[src/rtl/gpio_ctrl_pkg.sv]
package gpio_ctrl_pkg;

  // Function groups; the value is address bits 7:4.
  typedef enum logic [3:0] {
    GRP_DIR  = 4'h0,
    GRP_POL  = 4'h1,
    GRP_DATA = 4'h2,
    GRP_SET  = 4'h3,
    GRP_CLR  = 4'h4,
    GRP_RISE = 4'h5,
    GRP_FALL = 4'h6,
    GRP_HIGH = 4'h7,
    GRP_LOW  = 4'h8,
    GRP_STAT = 4'h9,
    GRP_EDGE = 4'hA
  } grp_e;

  localparam int unsigned GRP_COUNT = 11;

  typedef struct packed {
    logic       hit;
    grp_e       grp;
    logic [1:0] bank;
  } dec_t;

  // Group in bits 7:4, bank in bits 3:2; everything else must be zero.
  function automatic dec_t decode_addr(input logic [31:0] a, input int unsigned nbanks);
    dec_t d;
    d.grp  = grp_e'(a[7:4]);
    d.bank = a[3:2];
    d.hit  = (a[31:8] == 24'h0) && (a[1:0] == 2'b00) &&
             (a[7:4] < 4'(GRP_COUNT)) && (32'(a[3:2]) < nbanks);
    return d;
  endfunction

endpackage

[src/rtl/gpio_sync.sv]
module gpio_sync #(
  parameter int unsigned W = 32
) (
  input  logic         clk,
  input  logic         rst_n,
  input  logic [W-1:0] d,
  output logic [W-1:0] q
);
  logic [W-1:0] meta_q;

  always_ff @(posedge clk or negedge rst_n) begin
    if (!rst_n) begin
      meta_q <= '0;
      q      <= '0;
    end else begin
      meta_q <= d;
      q      <= meta_q;
    end
  end
endmodule

[src/rtl/gpio_bank.sv]
module gpio_bank
  import gpio_ctrl_pkg::*;
#(
  parameter int unsigned W = 32
) (
  input  logic                 clk,
  input  logic                 rst_n,
  input  logic [GRP_COUNT-1:0] wr_grp,
  input  logic [W-1:0]         wdata,
  input  logic [W-1:0]         pin_sync,
  output logic [W-1:0]         dir_q,
  output logic [W-1:0]         pol_q,
  output logic [W-1:0]         out_q,
  output logic [W-1:0]         rise_en_q,
  output logic [W-1:0]         fall_en_q,
  output logic [W-1:0]         high_en_q,
  output logic [W-1:0]         low_en_q,
  output logic [W-1:0]         stat_q,
  output logic [W-1:0]         edge_q,
  output logic [W-1:0]         data_view,
  output logic [W-1:0]         set_ev,
  output logic [W-1:0]         edge_ev
);
  localparam int unsigned NCFG = 6;
  localparam int CFG_IDX [NCFG] = '{0, 1, 5, 6, 7, 8};

  logic [W-1:0] cfg_q [NCFG];
  logic [W-1:0] lvl, prev_q, lvl_ev;

  // Plain read/write configuration words.
  for (genvar k = 0; k < NCFG; k++) begin : g_cfg
    always_ff @(posedge clk or negedge rst_n) begin
      if (!rst_n)                     cfg_q[k] <= '0;
      else if (wr_grp[CFG_IDX[k]])    cfg_q[k] <= wdata;
    end
  end

  assign dir_q     = cfg_q[0];
  assign pol_q     = cfg_q[1];
  assign rise_en_q = cfg_q[2];
  assign fall_en_q = cfg_q[3];
  assign high_en_q = cfg_q[4];
  assign low_en_q  = cfg_q[5];

  function automatic logic [W-1:0] next_out(input logic [W-1:0] cur, input logic [W-1:0] wd,
                                            input logic ld, input logic st, input logic cl);
    if (ld) return wd;
    return (cur | (st ? wd : '0)) & ~(cl ? wd : '0);
  endfunction

  function automatic logic [W-1:0] w1c(input logic [W-1:0] cur, input logic [W-1:0] wd,
                                       input logic cl, input logic [W-1:0] setv);
    return (cur & ~(cl ? wd : '0)) | setv;
  endfunction

  // Adjusted level and detection.
  assign lvl     = pin_sync ^ pol_q;
  assign edge_ev = (lvl & ~prev_q & rise_en_q) | (~lvl & prev_q & fall_en_q);
  assign lvl_ev  = (lvl & high_en_q) | (~lvl & low_en_q);
  assign set_ev  = edge_ev | lvl_ev;

  assign data_view = (dir_q & out_q) | (~dir_q & lvl);

  always_ff @(posedge clk or negedge rst_n) begin
    if (!rst_n) begin
      prev_q <= '0;
      out_q  <= '0;
      stat_q <= '0;
      edge_q <= '0;
    end else begin
      prev_q <= lvl;
      out_q  <= next_out(out_q, wdata, wr_grp[GRP_DATA], wr_grp[GRP_SET], wr_grp[GRP_CLR]);
      stat_q <= w1c(stat_q, wdata, wr_grp[GRP_STAT], set_ev);
      edge_q <= w1c(edge_q, wdata, wr_grp[GRP_EDGE], edge_ev);
    end
  end
endmodule

[src/rtl/gpio_bank_ctrl.sv]
module gpio_bank_ctrl
  import gpio_ctrl_pkg::*;
#(
  parameter int unsigned NUM_BANKS = 3,
  parameter int unsigned BANK_W    = 32,
  parameter int unsigned PIN_W     = NUM_BANKS * BANK_W
) (
  input  logic              clk,
  input  logic              rst_n,
  input  logic [31:0]       bus_addr,
  input  logic              bus_wr,
  input  logic              bus_rd,
  input  logic [31:0]       bus_wdata,
  output logic [31:0]       bus_rdata,
  input  logic [PIN_W-1:0]  pin_in,
  output logic [PIN_W-1:0]  pin_out,
  output logic [PIN_W-1:0]  pin_oe,
  output logic              irq
);
  dec_t dec;
  logic map_ok;
  logic [PIN_W-1:0] pin_s;

  logic [GRP_COUNT-1:0] wr_grp [NUM_BANKS];
  logic [BANK_W-1:0] dir_a [NUM_BANKS], pol_a [NUM_BANKS], out_a [NUM_BANKS];
  logic [BANK_W-1:0] rise_a [NUM_BANKS], fall_a [NUM_BANKS], high_a [NUM_BANKS];
  logic [BANK_W-1:0] low_a [NUM_BANKS], stat_a [NUM_BANKS], edge_a [NUM_BANKS];
  logic [BANK_W-1:0] view_a [NUM_BANKS], sev_a [NUM_BANKS], eev_a [NUM_BANKS];

  // Named internal events for the checker.
  logic [PIN_W-1:0] stat_flat, set_ev_flat, en_any_flat, out_flat, dir_flat;
  logic [PIN_W-1:0] set_mask_flat, clr_mask_flat;

  assign dec    = decode_addr(bus_addr, NUM_BANKS);
  assign map_ok = dec.hit;

  gpio_sync #(.W(PIN_W)) u_sync (.clk(clk), .rst_n(rst_n), .d(pin_in), .q(pin_s));

  for (genvar b = 0; b < NUM_BANKS; b++) begin : g_bank
    assign wr_grp[b] = (bus_wr && dec.hit && (dec.bank == 2'(b)))
                       ? (GRP_COUNT'(1) << dec.grp) : '0;

    gpio_bank #(.W(BANK_W)) u_bank (
      .clk(clk), .rst_n(rst_n), .wr_grp(wr_grp[b]), .wdata(bus_wdata),
      .pin_sync(pin_s[b*BANK_W +: BANK_W]),
      .dir_q(dir_a[b]), .pol_q(pol_a[b]), .out_q(out_a[b]),
      .rise_en_q(rise_a[b]), .fall_en_q(fall_a[b]), .high_en_q(high_a[b]),
      .low_en_q(low_a[b]), .stat_q(stat_a[b]), .edge_q(edge_a[b]),
      .data_view(view_a[b]), .set_ev(sev_a[b]), .edge_ev(eev_a[b])
    );

    assign stat_flat[b*BANK_W +: BANK_W]     = stat_a[b];
    assign set_ev_flat[b*BANK_W +: BANK_W]   = sev_a[b];
    assign en_any_flat[b*BANK_W +: BANK_W]   = rise_a[b] | fall_a[b] | high_a[b] | low_a[b];
    assign out_flat[b*BANK_W +: BANK_W]      = out_a[b];
    assign dir_flat[b*BANK_W +: BANK_W]      = dir_a[b];
    assign set_mask_flat[b*BANK_W +: BANK_W] = wr_grp[b][GRP_SET] ? bus_wdata : '0;
    assign clr_mask_flat[b*BANK_W +: BANK_W] = wr_grp[b][GRP_CLR] ? bus_wdata : '0;
  end

  assign pin_out = out_flat;
  assign pin_oe  = dir_flat;
  assign irq     = |stat_flat;

  // Read mux: one bank chosen, then one group.
  logic [1:0]  bsel;
  logic [31:0] rd_val;
  assign bsel = dec.bank;

  always_comb begin
    rd_val = '0;
    if (dec.hit) begin
      case (dec.grp)
        GRP_DIR:  rd_val = dir_a[bsel];
        GRP_POL:  rd_val = pol_a[bsel];
        GRP_DATA: rd_val = view_a[bsel];
        GRP_RISE: rd_val = rise_a[bsel];
        GRP_FALL: rd_val = fall_a[bsel];
        GRP_HIGH: rd_val = high_a[bsel];
        GRP_LOW:  rd_val = low_a[bsel];
        GRP_STAT: rd_val = stat_a[bsel];
        GRP_EDGE: rd_val = edge_a[bsel];
        default:  rd_val = '0;
      endcase
    end
  end

  always_ff @(posedge clk or negedge rst_n) begin
    if (!rst_n)      bus_rdata <= '0;
    else if (bus_rd) bus_rdata <= rd_val;
    else             bus_rdata <= '0;
  end
endmodule

[config.mk]
export PLATFORM = sky130hd
export DESIGN_NAME = gpio_bank_ctrl
export DESIGN_NICKNAME = d
export VERILOG_FILES = /design/src/rtl/gpio_ctrl_pkg.sv /design/src/rtl/gpio_sync.sv /design/src/rtl/gpio_bank.sv /design/src/rtl/gpio_bank_ctrl.sv
export SDC_FILE = /design/constraint.sdc
export NUM_CORES = 2
export LEC_CHECK = 0
export ABC_AREA = 0
export BUFFER_PORTS_ARGS = -buffer_cell sky130_fd_sc_hd__buf_2
export CORE_MARGIN = 3
export CORE_UTILIZATION = 60
export DETAILED_ROUTE_END_ITERATION = 12
export PLACE_DENSITY_LB_ADDON = 0.25
export SLEW_MARGIN = 20
export SYNTH_ARGS = -nofsm -noshare
export SYNTH_HDL_FRONTEND = slang
export SYNTH_SLANG_ARGS = --single-unit
[constraint.sdc]
create_clock -name clk -period 2.5 [get_ports clk]
set_input_delay 0.5 -clock clk [delete_from_list [all_inputs] [get_ports clk]]
set_output_delay 0.5 -clock clk [all_outputs]
set_load 0.01 [all_outputs]
# Yosys cells after proc, flatten, opt, wreduce, memory -nomap -nowiden
# Cells that the tools add are included.
[totals]
register_bits = 1184
out_inout_bits = 225
[classes]
order_cmp = 3
eq_ne = 10
n_shift = 1
muxes = 54
bitwise = 76
reduce_logical = 12
[ops]
columns = ["cell", "n"]
rows = [
  ["$mux W32", 38],
  ["$and A32 B32 Y32", 33],
  ["$or A32 B32 Y32", 21],
  ["$bmux W32 S2", 9],
  ["$not A32 Y32", 18],
  ["$pmux W32 S9", 1],
  ["$reduce_or A96 Y1", 1],
  ["$xor A32 B32 Y32", 3],
  ["$mux W11", 3],
  ["$logic_not A24 Y1", 1],
  ["$eq A4 B3 Y1 const B", 3],
  ["$eq A4 B4 Y1 const B", 3],
  ["$shl A1 B4 Y11 const A", 1],
  ["$logic_and A1 B1 Y1", 7],
  ["$eq A4 B1 Y1 const B", 1],
  ["$eq A4 B2 Y1 const B", 1],
  ["$logic_not A2 Y1", 2],
  ["$logic_not A4 Y1", 1],
  ["$lt A4 B4 Y1 const B", 1],
  ["$ge A3 B3 Y1 const B", 1],
  ["$mux W1", 3],
  ["$not A2 Y3", 1],
  ["$eq A2 B1 Y1 const B", 1],
  ["$eq A2 B2 Y1 const B", 1],
  ["$lt A2 B2 Y1 const B", 1],
]

# Logic depth before layout (Yosys ltp)
[depth]
word_depth = 11
mapped_depth = 9
ltp_nobuf = 5

# Cells and area by module
# Synthesis repeated with hierarchy kept, for this count alone.
[hier_totals]
cells_unflattened = 4978
hier_area_um2 = 56980.9
[by_module_without_submodules]
columns = ["module", "n_inst", "cells_each", "area_each_um2", "seq_area_each_um2"]
rows = [
  ["gpio_bank (g_bank[1].u_bank ...)", 2, 1131, 14082.3, 8007.7],
  ["gpio_bank (g_bank[0].u_bank)", 1, 1163, 14244.9, 8007.7],
  ["gpio_bank_ctrl", 1, 1361, 9766.9, 800.8],
  ["gpio_sync", 1, 192, 4804.6, 4804.6],
]

# Least setup slack after synthesis
# Ideal clock, no wire load.
[synth_timing]
path_kind = "input-to-reg"
from = "input bus_addr[2]"
to = "register g_bank[1].u_bank.cfg_q, in the netlist g_bank[1].u_bank.dir_q[10]"
arrival_time_ns = 2.361
required_time_ns = 2.375
path_slack_ns = 0.015
cell_stages = 7
path_buffers = 2
path_cell_list = "buf_2 > a211oi_2 > nand4_2 > nor4_4 > nand2_1 > buf_1 > mux2_2"
[synth_via]
elab_chain_len = 5
[synth_lines]
columns = ["element", "line_no", "source"]
rows = [
  ["from (decl)", "gpio_bank_ctrl.sv:10", "input logic [31:0] bus_addr,"],
  ["$lt A2 B2 Y1", "gpio_ctrl_pkg.sv:32", "(a[7:4] < 4'(GRP_COUNT)) && (32'(a[3:2]) < nbanks);"],
  ["$logic_and A1 B1 Y1", "gpio_ctrl_pkg.sv:32", ""],
  ["$logic_and A1 B1 Y1", "gpio_bank_ctrl.sv:40", "assign wr_grp[b] = (bus_wr && dec.hit && (dec.bank == 2'(b)))"],
  ["$logic_and A1 B1 Y1 *", "gpio_bank_ctrl.sv:40", ""],
  ["$mux W11 *", "gpio_bank_ctrl.sv:41", "? (GRP_COUNT'(1) << dec.grp) : '0;"],
  ["to (signal, indexed assignment)", "gpio_bank.sv:34", "else if (wr_grp[CFG_IDX[k]]) cfg_q[k] <= wdata;"],
  ["to (decl)", "gpio_bank.sv:27", "logic [W-1:0] cfg_q [NCFG];"],
]
# Mark *: on every way between the ends. The rest lies on a longest branch, timed or not.
# A chain may end at the register's enable or synchronous reset.

# Worst setup path after layout
[layout_timing]
from = "register g_bank[2].u_bank.stat_q[29]"
to = "output irq"
[layout_via]
elab_chain_len = 1
[layout_lines]
columns = ["element", "line_no", "source"]
rows = [
  ["from (decl)", "gpio_bank.sv:18", "output logic [W-1:0] stat_q,"],
  ["from (signal assigned)", "gpio_bank.sv:73", "stat_q <= w1c(stat_q, wdata, wr_grp[GRP_STAT], set_ev);"],
  ["$reduce_or A96 Y1", "gpio_bank_ctrl.sv:63", "assign irq = |stat_flat;"],
  ["to (decl)", "gpio_bank_ctrl.sv:18", "output logic irq"],
]
# Every way passes these cells.

==> run_results.csv <==
group,metric,value,unit
placed_design,gp_congestion,0.942,
logic_synthesis,synthesis.area,53900,µm²
critical_path,worst_setup_path_end_kind,"output pin",
power,switching_share,23.4,%
power,p_seq_share,48.4,%
floorplan,die_area,93400,µm²
global_routing,globalRouteTotalUtil,38.8,%
drt,drtIter0Drc,5089,
power,power_density,617,nW/µm²
logic_synthesis,netlist.area_leader.share,55.0,%
outcome,violations,"setup timing",
drt,detail-route-antenna-nets,0,
drt,drc,0,
layout,num-nets-final,5292,
clocking,clockRootBuffer,"clkbuf_16",
critical_path,worstPathRequired,2.00,ns
floorplan,num_rows,109,
global_routing,grt_pass1_vias,42400,
drt,wl_per_cell,28.5,µm
clocking,clk_pin_slew,0.06,ns
layout,fin_area,65400,µm²
global_routing,grt_pass1_wl,272,mm
timing,clock_skew,0.0310,ns
floorplan,design.core.area,88600,µm²
placed_design,place_area,60100,µm²
floorplan,die_width,306,µm
timing,slew_violations,0,
critical_path,path_max_fanout,3,
clocking,cts_tree,"done",
outcome,run_status,"finished, violations left",
drt,routed_wl,182,mm
worst_hold_path,hold_class,"primary input to register",
clocking,cts.path.max_buffers,3,
logic_synthesis,ys_top_cells_by_area,"dfrtp_1, mux2_2, mux2i_1",
placed_design,hpwl,121,mm
flow_run,cap_violations,0,
power,peakVddDrop,629,µV
logic_synthesis,yosys_warnings,0,
logic_synthesis,ys_seq_area_share,55.0,%
logic_synthesis,synth-seq-cells,1184,
floorplan,die_h,306,µm
critical_path,ff2ff_path_depth,7,
logic_synthesis,async_flop_share,100,%
floorplan,start_util,60.8,%
critical_path,startpoint_type,"register",
global_routing,antenna_found_initial,6,
logic_synthesis,synth_common_cells,"dfrtp_1, mux2_2, mux2i_1",
logic_synthesis,syn_inst,4516,
power,power.leakage,31.9,nW
critical_path,critPathKind,"register to output pin",
power,p_clk_share,45.8,%
logic_synthesis,synth_ff_type,"dfrtp_1",
drt,vias_per_cell,6.60,
timing,period_share,118,%
power,finalPower,40.3,mW
logic_synthesis,synth-edff-count,0,
logic_synthesis,syn_nets,4680,
drt,vias,42200,
power,internal_power,30.9,mW
drt,drt_pre_antenna_iters,5,
clocking,htreeDepth,3,
timing,worst_pin_slew,0.712,ns
clocking,cts_made_buffers,119,
clocking,clkSinkCount,1184,
layout,final_layout_size_suffix_gt1_share,32.4,%
clocking,clock_latency,0.73,ns
global_routing,overflow,0,
timing,layout_setup_ws,-0.446,ns
logic_synthesis,syn_area_per_cell,11.9,µm²
power,switchingPower,9.43,mW
layout,nFillCells,5833,
placed_design,port_buffers,388,
timing,setup_violations,1,
floorplan,ioPinCount,389,
timing,max_slew_margin,51.3,%
power,p_comb_share,5.8,%
critical_path,arrival,2.45,ns
timing,period_needed,2.95,ns
layout,syn_to_final_growth,21.4,%
logic_synthesis,yosys.area.top_type,"dfrtp_1",
logic_synthesis,synth_cell_types,51,
global_routing,grt_max_degree,105,
timing,max_freq,339,MHz
worst_hold_path,whs_path_depth,3,
logic_synthesis,yosysMostFrequentCell,"dfrtp_1",
timing,rsz0062_at_grt,"yes",
timing,hold_viol_final,0,
-- per-layer routing --
| layer | GRT usage, % | share of wire, % | vias up |
|---|---|---|---|
| met1 | 52.5 | 38 | 21400 |
| met5 | 0 | 0.013 | - |
| met2 | 58.6 | 44 | 2490 |
| met4 | 19.7 | 6.1 | 4 |
| li1 | - | - | 17700 |
| met3 | 9.82 | 12 | 658 |
-- cells by family (layout without fill, tap and decap cells) --
| group | Yosys count | count (layout) | synth area share, % |
|---|---|---|---|
| other | 0 | 5 | 0 |
| muxes | 984 | 984 | 19.6 |
| and+or+nand+nor | 983 | 983 | 9.73 |
| DFF | 1184 | 1184 | 55.0 |
| buffers and inverters | 385 | 1096 | 2.77 |
| AOI/OAI and AO/OA | 884 | 884 | 11.3 |
| xor gates and xnor gates | 96 | 96 | 1.56 |
-- worst max-delay path, cell delays in order (launching register included) --
cell     delay [ns]
dfrtp_2        0.46
nor4_2         0.31
buf_4          0.18
nand4_1        0.14
nor4_2         0.32
nand2_2        0.16
buf_6          0.15
-- sequential cells by signal (all words and copies together) (netlist names) --
name                     flops
g_bank.u_bank.rise_en_q     96
g_bank.u_bank.stat_q        96
g_bank.u_bank.pol_q         96
g_bank.u_bank.edge_q        96
g_bank.u_bank.out_q         96
g_bank.u_bank.prev_q        96
g_bank.u_bank.dir_q         96
u_sync.q                    96
g_bank.u_bank.high_en_q     96
g_bank.u_bank.low_en_q      96
u_sync.meta_q               96
bus_rdata                   32
g_bank.u_bank.fall_en_q     96
-- worst paths after layout --
check	start	slack, ns	end
setup / recovery	g_bank[2].u_bank.stat_q[29]	-0.45	irq
hold / removal	bus_wdata[10]	0.29	g_bank[0].u_bank.edge_q[10]
setup reg to reg	g_bank[0].u_bank.pol_q[21]	0.37	bus_rdata[21]
hold reg to reg	u_sync.meta_q[19]	0.34	u_sync.q[19]
max in group asynchronous	rst_n	1.21	g_bank[0].u_bank.stat_q[24]
min in group asynchronous	rst_n	0.31	u_sync.q[65]
-- through the flow --
step	hold slack, ns	cells	setup TNS (ns)	setup WS, ns	utilization [%]
floorplan	0.204	4516	0	0.0146	-
global placement	0.334	6071	-378.98	-0.598	67.8
detailed placement	0.335	6071	-413.52	-0.637	67.8
CTS	0.261	6392	-0.424	-0.424	73.7
global route	0.292	6394	-0.519	-0.519	73.8
finish	0.289	6397	-0.446	-0.446	73.8
-- power groups by stage --
| stage | Sequential, mW | Combinational, mW | Clock [mW] |
|---|---|---|---|
| 2_1_floorplan | 19.8 | 0.894 | 0 |
| 3_5_place_dp | 19.9 | 2.16 | 0 |
| 5_1_grt | 19.5 | 2.48 | 19.4 |
| 6_report | 19.5 | 2.33 | 18.5 |
| 4_1_cts | 19.5 | 2.29 | 18.6 |
| 3_3_place_gp | 19.9 | 2.14 | 0 |
-- placed cells by master (no fill, tap or decap), drive strengths merged, types with 99 or more instances in the layout --
| cell | synthesis | routed |
|---|---|---|
| o22ai | 121 | 121 |
| nand3b | 99 | 99 |
| clkbuf | 248 | 164 |
| nand2b | 99 | 99 |
| mux2i | 408 | 408 |
| nor3b | 125 | 125 |
| o21ai | 278 | 278 |
| a2bb2oi | 101 | 101 |
| dfrtp | 1184 | 1184 |
| buf | 102 | 744 |
| nand2 | 366 | 366 |
| mux2 | 576 | 576 |
| nand3 | 136 | 136 |
-- timing repair --
action,CTS,global route
hold endpoints to repair,129,0
pin swaps,6,5
setup buffers,4,0
endpoints found under the setup margin,1,728
hold buffers,97,0
gates resized for setup,20,12
-- cell type report --
| cell class | instances | area [µm²] | share of cell area, % |
|---|---|---|---|
| Clock inverter | 56 | 627 | 0.959 |
| Timing Repair Buffer | 841 | 6970 | 10.7 |
| Inverter | 35 | 134 | 0.205 |
| Antenna cell | 5 | 12.5 | 0.0191 |
| Sequential cell | 1184 | 29600 | 45.3 |
| Multi-Input combinational cell | 2947 | 23100 | 35.3 |
| Clock buffer | 164 | 3460 | 5.29 |
| Tap cell | 1165 | 1460 | 2.23 |
(Power assumes the default switching activity.)
